File: src/rtl/wdu_pkg.sv
// Shared constants for the dual-unit watchdog: register addresses and
// the bit positions of control and config fields.
// Assumes byte-wide registers and a counter made of two of them.
package wdu_pkg;
    localparam int DATA_W = 8;
    localparam int CNT_W  = 2 * DATA_W;
    localparam int NSRC   = 4;

    typedef enum logic [1:0] {
        ADDR_CTRL = 2'd0,
        ADDR_CFG  = 2'd1,
        ADDR_VLO  = 2'd2,
        ADDR_VHI  = 2'd3
    } wdu_addr_e;

    // control register fields
    localparam int CTL_SRC_LSB = 4;
    localparam int CTL_FORCE   = 1;
    localparam int CTL_FLAG    = 0;
    // config register fields
    localparam int CFG_SECS    = 7;
    localparam int CFG_KRST    = 6;
    localparam int CFG_TMO     = 5;
    localparam int CFG_PWR     = 4;
    localparam int IRQ_W       = 4;
endpackage

File: src/rtl/wdu_regs.sv
// Register file of the watchdog: control, config and the two value bytes.
// It produces value-write and force strobes for the counter and holds the
// sticky zero flag. Assumes one register access per cycle.
module wdu_regs
    import wdu_pkg::*;
(
    input  logic              clk,
    input  logic              rst_n,
    input  logic              wr_en,
    input  logic [1:0]        addr,
    input  logic [DATA_W-1:0] wdata,
    input  logic              timeout_hit,
    output logic [DATA_W-1:0] rdata,
    output logic [NSRC-1:0]   src_mask,
    output logic [DATA_W-1:0] cfg_q,
    output logic [CNT_W-1:0]  prog_val,
    output logic [CNT_W-1:0]  wr_val,
    output logic              val_wr,
    output logic              force_req,
    output logic              zero_flag
);
    wdu_addr_e         sel;
    logic [DATA_W-1:0] val_lo, val_hi;

    assign sel      = wdu_addr_e'(addr);
    assign prog_val = {val_hi, val_lo};

    // Decode write strobes and the value the counter takes on a value write
    always_comb begin
        val_wr    = wr_en && (sel == ADDR_VLO || sel == ADDR_VHI);
        force_req = wr_en && (sel == ADDR_CTRL) && wdata[CTL_FORCE];
        wr_val    = (sel == ADDR_VLO) ? {val_hi, wdata} : {wdata, val_lo};
    end

    // Hold the programmable fields
    always_ff @(posedge clk) begin
        if (!rst_n) begin
            src_mask <= '0;
            cfg_q    <= '0;
            val_lo   <= '0;
            val_hi   <= '0;
        end else if (wr_en) begin
            case (sel)
                ADDR_CTRL: src_mask <= wdata[CTL_SRC_LSB +: NSRC];
                ADDR_CFG:  cfg_q    <= wdata;
                ADDR_VLO:  val_lo   <= wdata;
                ADDR_VHI:  val_hi   <= wdata;
                default:   ;
            endcase
        end
    end

    // Sticky zero flag: a timeout sets it, a control write with bit 0 low clears it
    always_ff @(posedge clk) begin
        if (!rst_n)
            zero_flag <= 1'b0;
        else if (timeout_hit)
            zero_flag <= 1'b1;
        else if (wr_en && sel == ADDR_CTRL)
            zero_flag <= zero_flag & wdata[CTL_FLAG];
    end

    // Read multiplexer; the force bit and reserved bits read as zero
    always_comb begin
        case (sel)
            ADDR_CTRL: rdata = {src_mask, 3'b000, zero_flag};
            ADDR_CFG:  rdata = cfg_q;
            ADDR_VLO:  rdata = val_lo;
            default:   rdata = val_hi;
        endcase
    end
endmodule

File: src/rtl/wdu_timebase.sv
// Time unit selection. In seconds mode every sec_tick is a unit tick. In
// minutes mode a prescaler passes every TICKS_PER_MIN-th sec_tick.
// The prescaler restarts on a counter load. Assumes TICKS_PER_MIN >= 2.
module wdu_timebase #(
    parameter int TICKS_PER_MIN = 60
) (
    input  logic clk,
    input  logic rst_n,
    input  logic sec_tick,
    input  logic secs_mode,
    input  logic restart,
    output logic unit_tick
);
    localparam int PRE_W = $clog2(TICKS_PER_MIN);
    localparam logic [PRE_W-1:0] PRE_LAST = PRE_W'(TICKS_PER_MIN - 1);

    logic [PRE_W-1:0] pre_q;

    // Select the decrement strobe for the configured unit
    assign unit_tick = sec_tick && (secs_mode || pre_q == PRE_LAST);

    // Count seconds within the current minute
    always_ff @(posedge clk) begin
        if (!rst_n || restart)
            pre_q <= '0;
        else if (sec_tick)
            pre_q <= (pre_q == PRE_LAST) ? '0 : pre_q + 1'b1;
    end
endmodule

File: src/rtl/wdu_reload.sv
// Reload path: masks the event strobes and arms a settling delay. When the
// delay runs out it fires the reload. Further strobes are dropped while a
// reload is pending. Assumes RELOAD_DLY >= 1.
module wdu_reload #(
    parameter int NSRC       = 4,
    parameter int RELOAD_DLY = 250000
) (
    input  logic            clk,
    input  logic            rst_n,
    input  logic [NSRC-1:0] evt,
    input  logic [NSRC-1:0] src_mask,
    input  logic            running,
    input  logic            cancel,
    output logic            fire
);
    localparam int DLY_W = $clog2(RELOAD_DLY + 1);

    logic [NSRC-1:0]  src_hit;
    logic             pend_q;
    logic [DLY_W-1:0] dly_q;
    logic             arm;

    // Per-source masking of the event strobes
    for (genvar i = 0; i < NSRC; i++) begin : g_src
        assign src_hit[i] = evt[i] & src_mask[i];
    end

    assign arm  = (|src_hit) && running && !pend_q;
    assign fire = pend_q && (dly_q == '0);

    // Pending-reload state and settling countdown
    always_ff @(posedge clk) begin
        if (!rst_n || cancel || fire) begin
            pend_q <= 1'b0;
            dly_q  <= '0;
        end else if (arm) begin
            pend_q <= 1'b1;
            dly_q  <= DLY_W'(RELOAD_DLY - 1);
        end else if (pend_q) begin
            dly_q  <= dly_q - 1'b1;
        end
    end
endmodule

File: src/rtl/wdu_count.sv
// Watchdog down-counter. Priority per edge: value write, forced timeout,
// reload, unit tick. It flags a timeout on a 1-to-0 step or a force and
// raises the keyboard-reset pulse one cycle later when that is enabled.
module wdu_count #(
    parameter int CNT_W = 16
) (
    input  logic             clk,
    input  logic             rst_n,
    input  logic             val_wr,
    input  logic [CNT_W-1:0] wr_val,
    input  logic [CNT_W-1:0] prog_val,
    input  logic             force_req,
    input  logic             fire,
    input  logic             unit_tick,
    input  logic             krst_en,
    output logic [CNT_W-1:0] cnt_q,
    output logic             timeout_hit,
    output logic             kbd_rst
);
    localparam logic [CNT_W-1:0] ONE = CNT_W'(1);

    // Timeout event: a force, or a tick that reaches zero and is not overridden
    assign timeout_hit = !val_wr &&
                         (force_req || (!fire && unit_tick && cnt_q == ONE));

    // Counter update and reset-pulse register
    always_ff @(posedge clk) begin
        if (!rst_n) begin
            cnt_q   <= '0;
            kbd_rst <= 1'b0;
        end else begin
            kbd_rst <= timeout_hit && krst_en;
            if (val_wr)
                cnt_q <= wr_val;
            else if (force_req)
                cnt_q <= '0;
            else if (fire)
                cnt_q <= prog_val;
            else if (unit_tick && cnt_q != '0)
                cnt_q <= cnt_q - 1'b1;
        end
    end
endmodule

File: src/rtl/wdog_dual_unit.sv
// Top level of the dual-unit watchdog. It ties the register file, time
// base, reload path and counter together and derives the timeout level
// outputs. Assumes the bus event strobes are single-cycle pulses in clk.
module wdog_dual_unit
    import wdu_pkg::*;
#(
    parameter int TICKS_PER_MIN = 60,
    parameter int RELOAD_DLY    = 250000
) (
    input  logic              clk,
    input  logic              rst_n,
    input  logic              reg_wr_en,
    input  logic [1:0]        reg_addr,
    input  logic [DATA_W-1:0] reg_wdata,
    output logic [DATA_W-1:0] reg_rdata,
    input  logic              sec_tick,
    input  logic              ev_ir,
    input  logic              ev_mouse,
    input  logic              ev_kbd,
    input  logic              ev_game,
    output logic [CNT_W-1:0]  count_o,
    output logic              kbd_rst_o,
    output logic              tmo_o,
    output logic              pwr_tmo_o,
    output logic [IRQ_W-1:0]  irq_sel_o
);
    logic [NSRC-1:0]   src_mask;
    logic [DATA_W-1:0] cfg_q;
    logic [CNT_W-1:0]  prog_val, wr_val, cnt_q;
    logic              val_wr, force_req, zero_flag;
    logic              timeout_hit, reload_fire, unit_tick;

    wdu_regs u_regs (
        .clk(clk), .rst_n(rst_n), .wr_en(reg_wr_en), .addr(reg_addr),
        .wdata(reg_wdata), .timeout_hit(timeout_hit), .rdata(reg_rdata),
        .src_mask(src_mask), .cfg_q(cfg_q), .prog_val(prog_val),
        .wr_val(wr_val), .val_wr(val_wr), .force_req(force_req),
        .zero_flag(zero_flag)
    );

    wdu_timebase #(.TICKS_PER_MIN(TICKS_PER_MIN)) u_tb (
        .clk(clk), .rst_n(rst_n), .sec_tick(sec_tick),
        .secs_mode(cfg_q[CFG_SECS]), .restart(val_wr || reload_fire),
        .unit_tick(unit_tick)
    );

    wdu_reload #(.NSRC(NSRC), .RELOAD_DLY(RELOAD_DLY)) u_rld (
        .clk(clk), .rst_n(rst_n),
        .evt({ev_ir, ev_mouse, ev_kbd, ev_game}),
        .src_mask(src_mask), .running(cnt_q != '0),
        .cancel(val_wr || timeout_hit), .fire(reload_fire)
    );

    wdu_count #(.CNT_W(CNT_W)) u_cnt (
        .clk(clk), .rst_n(rst_n), .val_wr(val_wr), .wr_val(wr_val),
        .prog_val(prog_val), .force_req(force_req), .fire(reload_fire),
        .unit_tick(unit_tick), .krst_en(cfg_q[CFG_KRST]), .cnt_q(cnt_q),
        .timeout_hit(timeout_hit), .kbd_rst(kbd_rst_o)
    );

    // Level outputs follow the sticky flag gated by config
    assign count_o   = cnt_q;
    assign tmo_o     = zero_flag && cfg_q[CFG_TMO];
    assign pwr_tmo_o = zero_flag && cfg_q[CFG_PWR];
    assign irq_sel_o = cfg_q[IRQ_W-1:0];
endmodule

File: config.mk
export PLATFORM = sky130hd
export DESIGN_NAME = wdog_dual_unit
export DESIGN_NICKNAME = d
export VERILOG_FILES = /design/src/rtl/wdu_pkg.sv /design/src/rtl/wdu_regs.sv /design/src/rtl/wdu_timebase.sv /design/src/rtl/wdu_reload.sv /design/src/rtl/wdu_count.sv /design/src/rtl/wdog_dual_unit.sv
export SDC_FILE = /design/constraint.sdc
export NUM_CORES = 1
export LEC_CHECK = 0
export CORE_AREA = 3 3 89 125
export CTS_CLUSTER_SIZE = 16
export DETAILED_ROUTE_END_ITERATION = 6
export DIE_AREA = 0 0 92 128
export HOLD_SLACK_MARGIN = 0.12
export PLACE_DENSITY = 0.57
export SETUP_SLACK_MARGIN = 0.3
export SKIP_CTS_REPAIR_TIMING = 1
export SLEW_MARGIN = 25
export SYNTH_ARGS = -nofsm -noshare
export SYNTH_HDL_FRONTEND = slang
export SYNTH_SLANG_ARGS = --single-unit
File: constraint.sdc
create_clock -name clk -period 2.4 [get_ports clk]
set_clock_uncertainty 0.1 [all_clocks]
set_input_delay 0.48 -clock clk [delete_from_list [all_inputs] [get_ports clk]]
set_output_delay 0.48 -clock clk [all_outputs]
set_load 0.02 [all_outputs]
; ---- Word level (Yosys, flattened, before mapping)
; Index checks and enable logic that the tools add are counted.
; W data, S select, Z words.
[totals]
regBits = 71
out_inout_bits = 31
elab_cells = 73
[classes]
n_addsub = 3
n_eq_ne = 5
n_mux = 11
bitwise = 5
reduce_logical = 38
[op_table]
columns = operator, count
row1 = $mux W16, 5
row2 = $mux W18, 2
row3 = $pmux W8 S3, 1
row4 = $logic_not A18 Y1, 1
row5 = $sub A18 B1 Y18 const B, 1
row6 = $eq A16 B1 Y1 const B, 1
row7 = $reduce_bool A16 Y1, 1
row8 = $sub A16 B1 Y16 const B, 1
row9 = $logic_and A1 B1 Y1, 14
row10 = $logic_or A1 B1 Y1, 8
row11 = $reduce_and A2 Y1, 4
row12 = $add A6 B1 Y6 const B, 1
row13 = $eq A6 B6 Y1 const B, 1
row14 = $mux W6, 1
row15 = $and A1 B1 Y1, 5
row16 = $eq A2 B2 Y1 const B, 2
row17 = $logic_not A1 Y1, 4
row18 = $reduce_bool A2 Y1, 2
row19 = $reduce_bool A4 Y1, 1
row20 = $reduce_or A4 Y1, 1
row21 = $eq A2 B1 Y1 const B, 1
row22 = $logic_not A2 Y1, 1
row23 = $mux W1, 2
row24 = $reduce_or A2 Y1, 1

; ---- Logic depth before layout (Yosys ltp)
[logic_depth]
word_depth = 11
mapped_depth = 10

; ---- By module
; Synthesis repeated with hierarchy kept, for this count alone.
[hier_totals]
cells_unflattened = 472
hier_area_um2 = 4214.0
[modules_own_cells]
columns = module, instances, cells_per_inst, area_per_inst_um2, seq_area_each_um2
row1 = wdu_regs, 1, 142, 1562.7, 580.6
row2 = wdu_count, 1, 180, 1295.0, 340.3
row3 = wdu_reload, 1, 110, 1012.2, 380.4
row4 = wdu_timebase, 1, 31, 287.8, 120.1
row5 = wdog_dual_unit, 1, 9, 56.3, 0.0

; ---- Worst setup path before layout
; OpenSTA, ideal clock, no wires.
[synth_path]
kind = input-to-output
start = input port reg_addr[0]
end = output port reg_rdata[1]
arrival_time_ps = 1522
t_required_ps = 1820
setup_slack_ps = 298
path_stages = 4
cell_sequence = buf_2 > buf_2 > mux2_2 > a22o_1
[synth_between]
elab_chain_len = 2
elab_cells_between_ends = 4
classes_between = 2 x eq/ne / 1 x mux / 1 x reduce/logical
[synth_lines]
columns = item, line
row1 = "start, declared", wdog_dual_unit.sv:13  ; input logic [1:0] reg_addr,
row2 = "$eq A2 B2 Y1, or another cell as far along", wdu_regs.sv:65  ; case (sel)
row3 = $pmux W8 S3 *, wdu_regs.sv:65
row4 = "end, declared", wdog_dual_unit.sv:15  ; output logic [DATA_W-1:0] reg_rdata,
; Every way passes the cells marked *; elsewhere a longest branch is shown, timed or not.

; ---- Worst setup path after layout
[layout_path]
start = register u_cnt.cnt_q[2]
end = output port count_o[2]
[layout_rtl]
columns = item, line
row1 = "start, declared", wdu_count.sv:16  ; output logic [CNT_W-1:0] cnt_q,
row2 = "start signal, assigned", wdu_count.sv:34  ; cnt_q <= wr_val;
row3 = "start signal, assigned", wdu_count.sv:38  ; cnt_q <= prog_val;
row4 = "start signal, assigned", wdu_count.sv:40  ; cnt_q <= cnt_q - 1'b1;
row5 = "end, declared", wdog_dual_unit.sv:21  ; output logic [CNT_W-1:0] count_o,
; No word-level cell between the ends.

==> results_dict.tcl <==
set metrics [dict create \
    async_flop_share_pct 0 \
    grt_pass1_vias 3620 \
    drc 0 \
    die_w_um 92 \
    antenna_found_initial 0 \
    power_frac_clock_pct 34.8 \
    internal_power_mw 2.41 \
    drtAntennaViolNets 0 \
    wl_um 11700 \
    slowest_delay_ns 0.66 \
    pin_count 49 \
    synth_nets 480 \
    dieArea_um2 11800 \
    crit_buf_inv 1 \
    h-tree-depth 3 \
    synthDistinctLibCells 61 \
    required_ns 1.82 \
    cts_buffer_depth 2 \
    cts_root_buf "clkbuf_16" \
    clkSinkCount 71 \
    antennaDiodeCount 0 \
    max_freq_mhz 486 \
    fin_crit_ns 2.06 \
    grtUsageTotal_pct 20.2 \
    drt-pass1-iter-count 4 \
    rrSetupSlack_ns 0.39 \
    power_leakage_nw 1.97 \
    hold_viol 0 \
    max_cap_viol_count 0 \
    cp.arrival_ns 1.48 \
    via_count 3691 \
    total_power_mw 3.54 \
    report.final.slew_viol_count 0 \
    yosys_warnings 0 \
    setup_ws_ns 0.341 \
    path_cells "clkdlybuf4s50_1" \
    nets 551 \
    wl_per_cell_um 17.6 \
    syn_area_um2 4040 \
    die_h_um 128 \
    core_um2 10000 \
    vias_per_cell 5.53 \
    gp_congestion 0.834 \
    p_sw_share_pct 31.9 \
    grt_pass1_wl_um 18500 \
    finalCritPeriodShare_pct 85.8 \
    clock_latency_ns 0.34 \
    critPathLaunchType "flop" \
    yosysSeqAreaShare_pct 35.2 \
    tightest_slew_ns 0.417 \
    portBuffers 48 \
    cp_max_fo 9 \
    postSynthAreaPerCell_um2 8.85 \
    ir_drop_mv 0.333 \
    grt_overflow 0 \
    rows 43 \
    dpl.hpwl_um 8630 \
    relSlewSlack_pct 72.2 \
    grt_start_max_net_pins 46 \
    synth_edf_count 0 \
    layout.cells.non_filler 667 \
    switching_power_mw 1.13 \
    critPathSlowestCell "clkdlybuf4s50_1" \
    synth-main-ff-cell "dfxtp_1" \
    seqPwrFrac_pct 38.7 \
    cts_made_buffers 9 \
    worst_setup_path_end_kind "primary output" \
    power.density_nw_per_um2 675 \
    drive_gt1_share_pct 25.0 \
    synth-seq-cells 71 \
    setup-violations-final 0 \
    drt_iter0_drc 203 \
    outcome "completed" \
    dp.cells 646 \
    cp_top_family "buffers and inverters" \
    rsz0062_at_grt "true" \
    cts_tree "done" \
    synthToLayoutAreaGrowth_pct 30.0 \
    nFillCells 979 \
    cts.clk_slew.worst_paths_ns 0.06 \
    netlist_instances 456 \
    crit_type "flop to primary output" \
    post-place-ws_ns -0.378 \
    initial_core_util_pct 40.3 \
    holdCritPathClass "flop to flop" \
    holdWs_ns 0.382 \
    pwr-share-comb_pct 26.5 \
    post-route-util_pct 52.4 \
]
logic make-up after synthesis:
family                   count (synthesis)  share of synthesized area [%]
AND/OR/NAND/NOR                        169                           23.8
buffers and inverters                   34                           4.43
multiplexers                            30                           9.43
adder cells (fa/ha/maj)                  6                           1.86
flip-flops                              71                           35.2
XOR/XNOR                                23                           4.99
AO/OA/AOI/OAI                          123                           20.2
metrics by stage:
stage,cell area [um^2],TNS (ns)
after global placement,4810,-6.35
after detailed placement,4810,-6.23
after floorplan,4040,0
after global routing,5250,0
after CTS,5080,-2.83
final,5250,0
power groups by stage:
stage	combinational, mW	sequential, mW	clock [mW]
finish	0.938	1.37	1.23
global route	1.03	1.38	1.32
CTS	0.883	1.36	1.27
detailed placement	0.877	1.38	0
global placement	0.871	1.38	0
floorplan	0.534	1.39	0
synthesized netlist by cell type, types with 5 or more instances:
cell	count	area share, %
ha_1	6	1.9
a31oi_1	7	1.1
nor2b_1	8	1.2
o211ai_1	6	1.1
nand3_1	21	2.6
and2_1	5	0.78
o21ai_0	15	1.9
a21oi_1	31	3.8
mux2i_1	11	2.7
dfxtp_1	71	35
buf_2	6	0.74
o21ai_1	5	0.62
xnor2_1	10	2.2
nand4_1	5	0.78
mux4_2	5	2.8
nor3_1	8	0.99
mux2_2	14	3.9
nor2_1	30	2.8
xor2_1	13	2.8
o31ai_1	15	2.8
clkbuf_1	14	1.3
a21boi_0	22	4.1
buf_4	5	0.93
nand2_1	56	5.2
cell type report:
type / count / area, um^2 / share of cell area, %
Clock inverter: 6 / 45.0 / 0.858
Clock buffer: 10 / 229 / 4.36
Timing Repair Buffer: 90 / 796 / 15.2
Sequential cell: 71 / 1430 / 27.3
Inverter: 4 / 15.0 / 0.286
Tap cell: 135 / 169 / 3.22
Multi-Input combinational cell: 351 / 2560 / 48.8
sequential cells by signal, indices dropped and copies added, names as in the netlist:
| signal | flops |
|---|---|
| u_rld.pend_q | 1 |
| u_regs.src_mask | 4 |
| u_cnt.kbd_rst | 1 |
| u_regs.val_hi | 8 |
| u_cnt.cnt_q | 16 |
| u_regs.zero_flag | 1 |
| u_tb.pre_q | 6 |
| u_regs.val_lo | 8 |
| u_rld.dly_q | 18 |
| u_regs.cfg_q | 8 |
placed cells by master (no fill, tap or decap), types with 4 or more instances in the layout:
master	instances
a211oi_1	4
a21boi_0	22
a21oi_1	28
a31oi_1	7
and2_1	5
buf_4	37
buf_6	4
clkbuf_16	9
clkbuf_2	7
clkdlybuf4s50_1	38
dfxtp_1	64
dfxtp_2	6
ha_1	5
mux2_2	14
mux2i_1	11
mux4_2	5
nand2_1	54
nand2_2	4
nand3_1	18
nand4_1	5
nor2_1	29
nor2b_1	7
nor3_1	8
nor4_4	4
o211ai_1	6
o21ai_0	13
o21ai_1	6
o31ai_1	13
xnor2_1	10
xor2_1	12
worst paths after layout:
| check | to | cells after the start | from |
|---|---|---|---|
| worst max-delay path | count_o[2] | 1 | u_cnt.cnt_q[2] |
| worst min-delay path | u_regs.cfg_q[6] | 2 | u_regs.cfg_q[6] |
| worst max register to register | u_rld.dly_q[17] | 6 | u_rld.dly_q[2] |
| worst min register to register | u_regs.cfg_q[6] | 2 | u_regs.cfg_q[6] |
metal layers:
metal	up-vias	share of wire [%]	global-route usage, %
met5	-	0	0
met4	0	3.8	11.0
met3	34	2.6	4.05
met2	73	54	36.4
met1	1767	39	21.9
li1	1817	-	-
No activity file was read; power rests on OpenSTA's default activity.
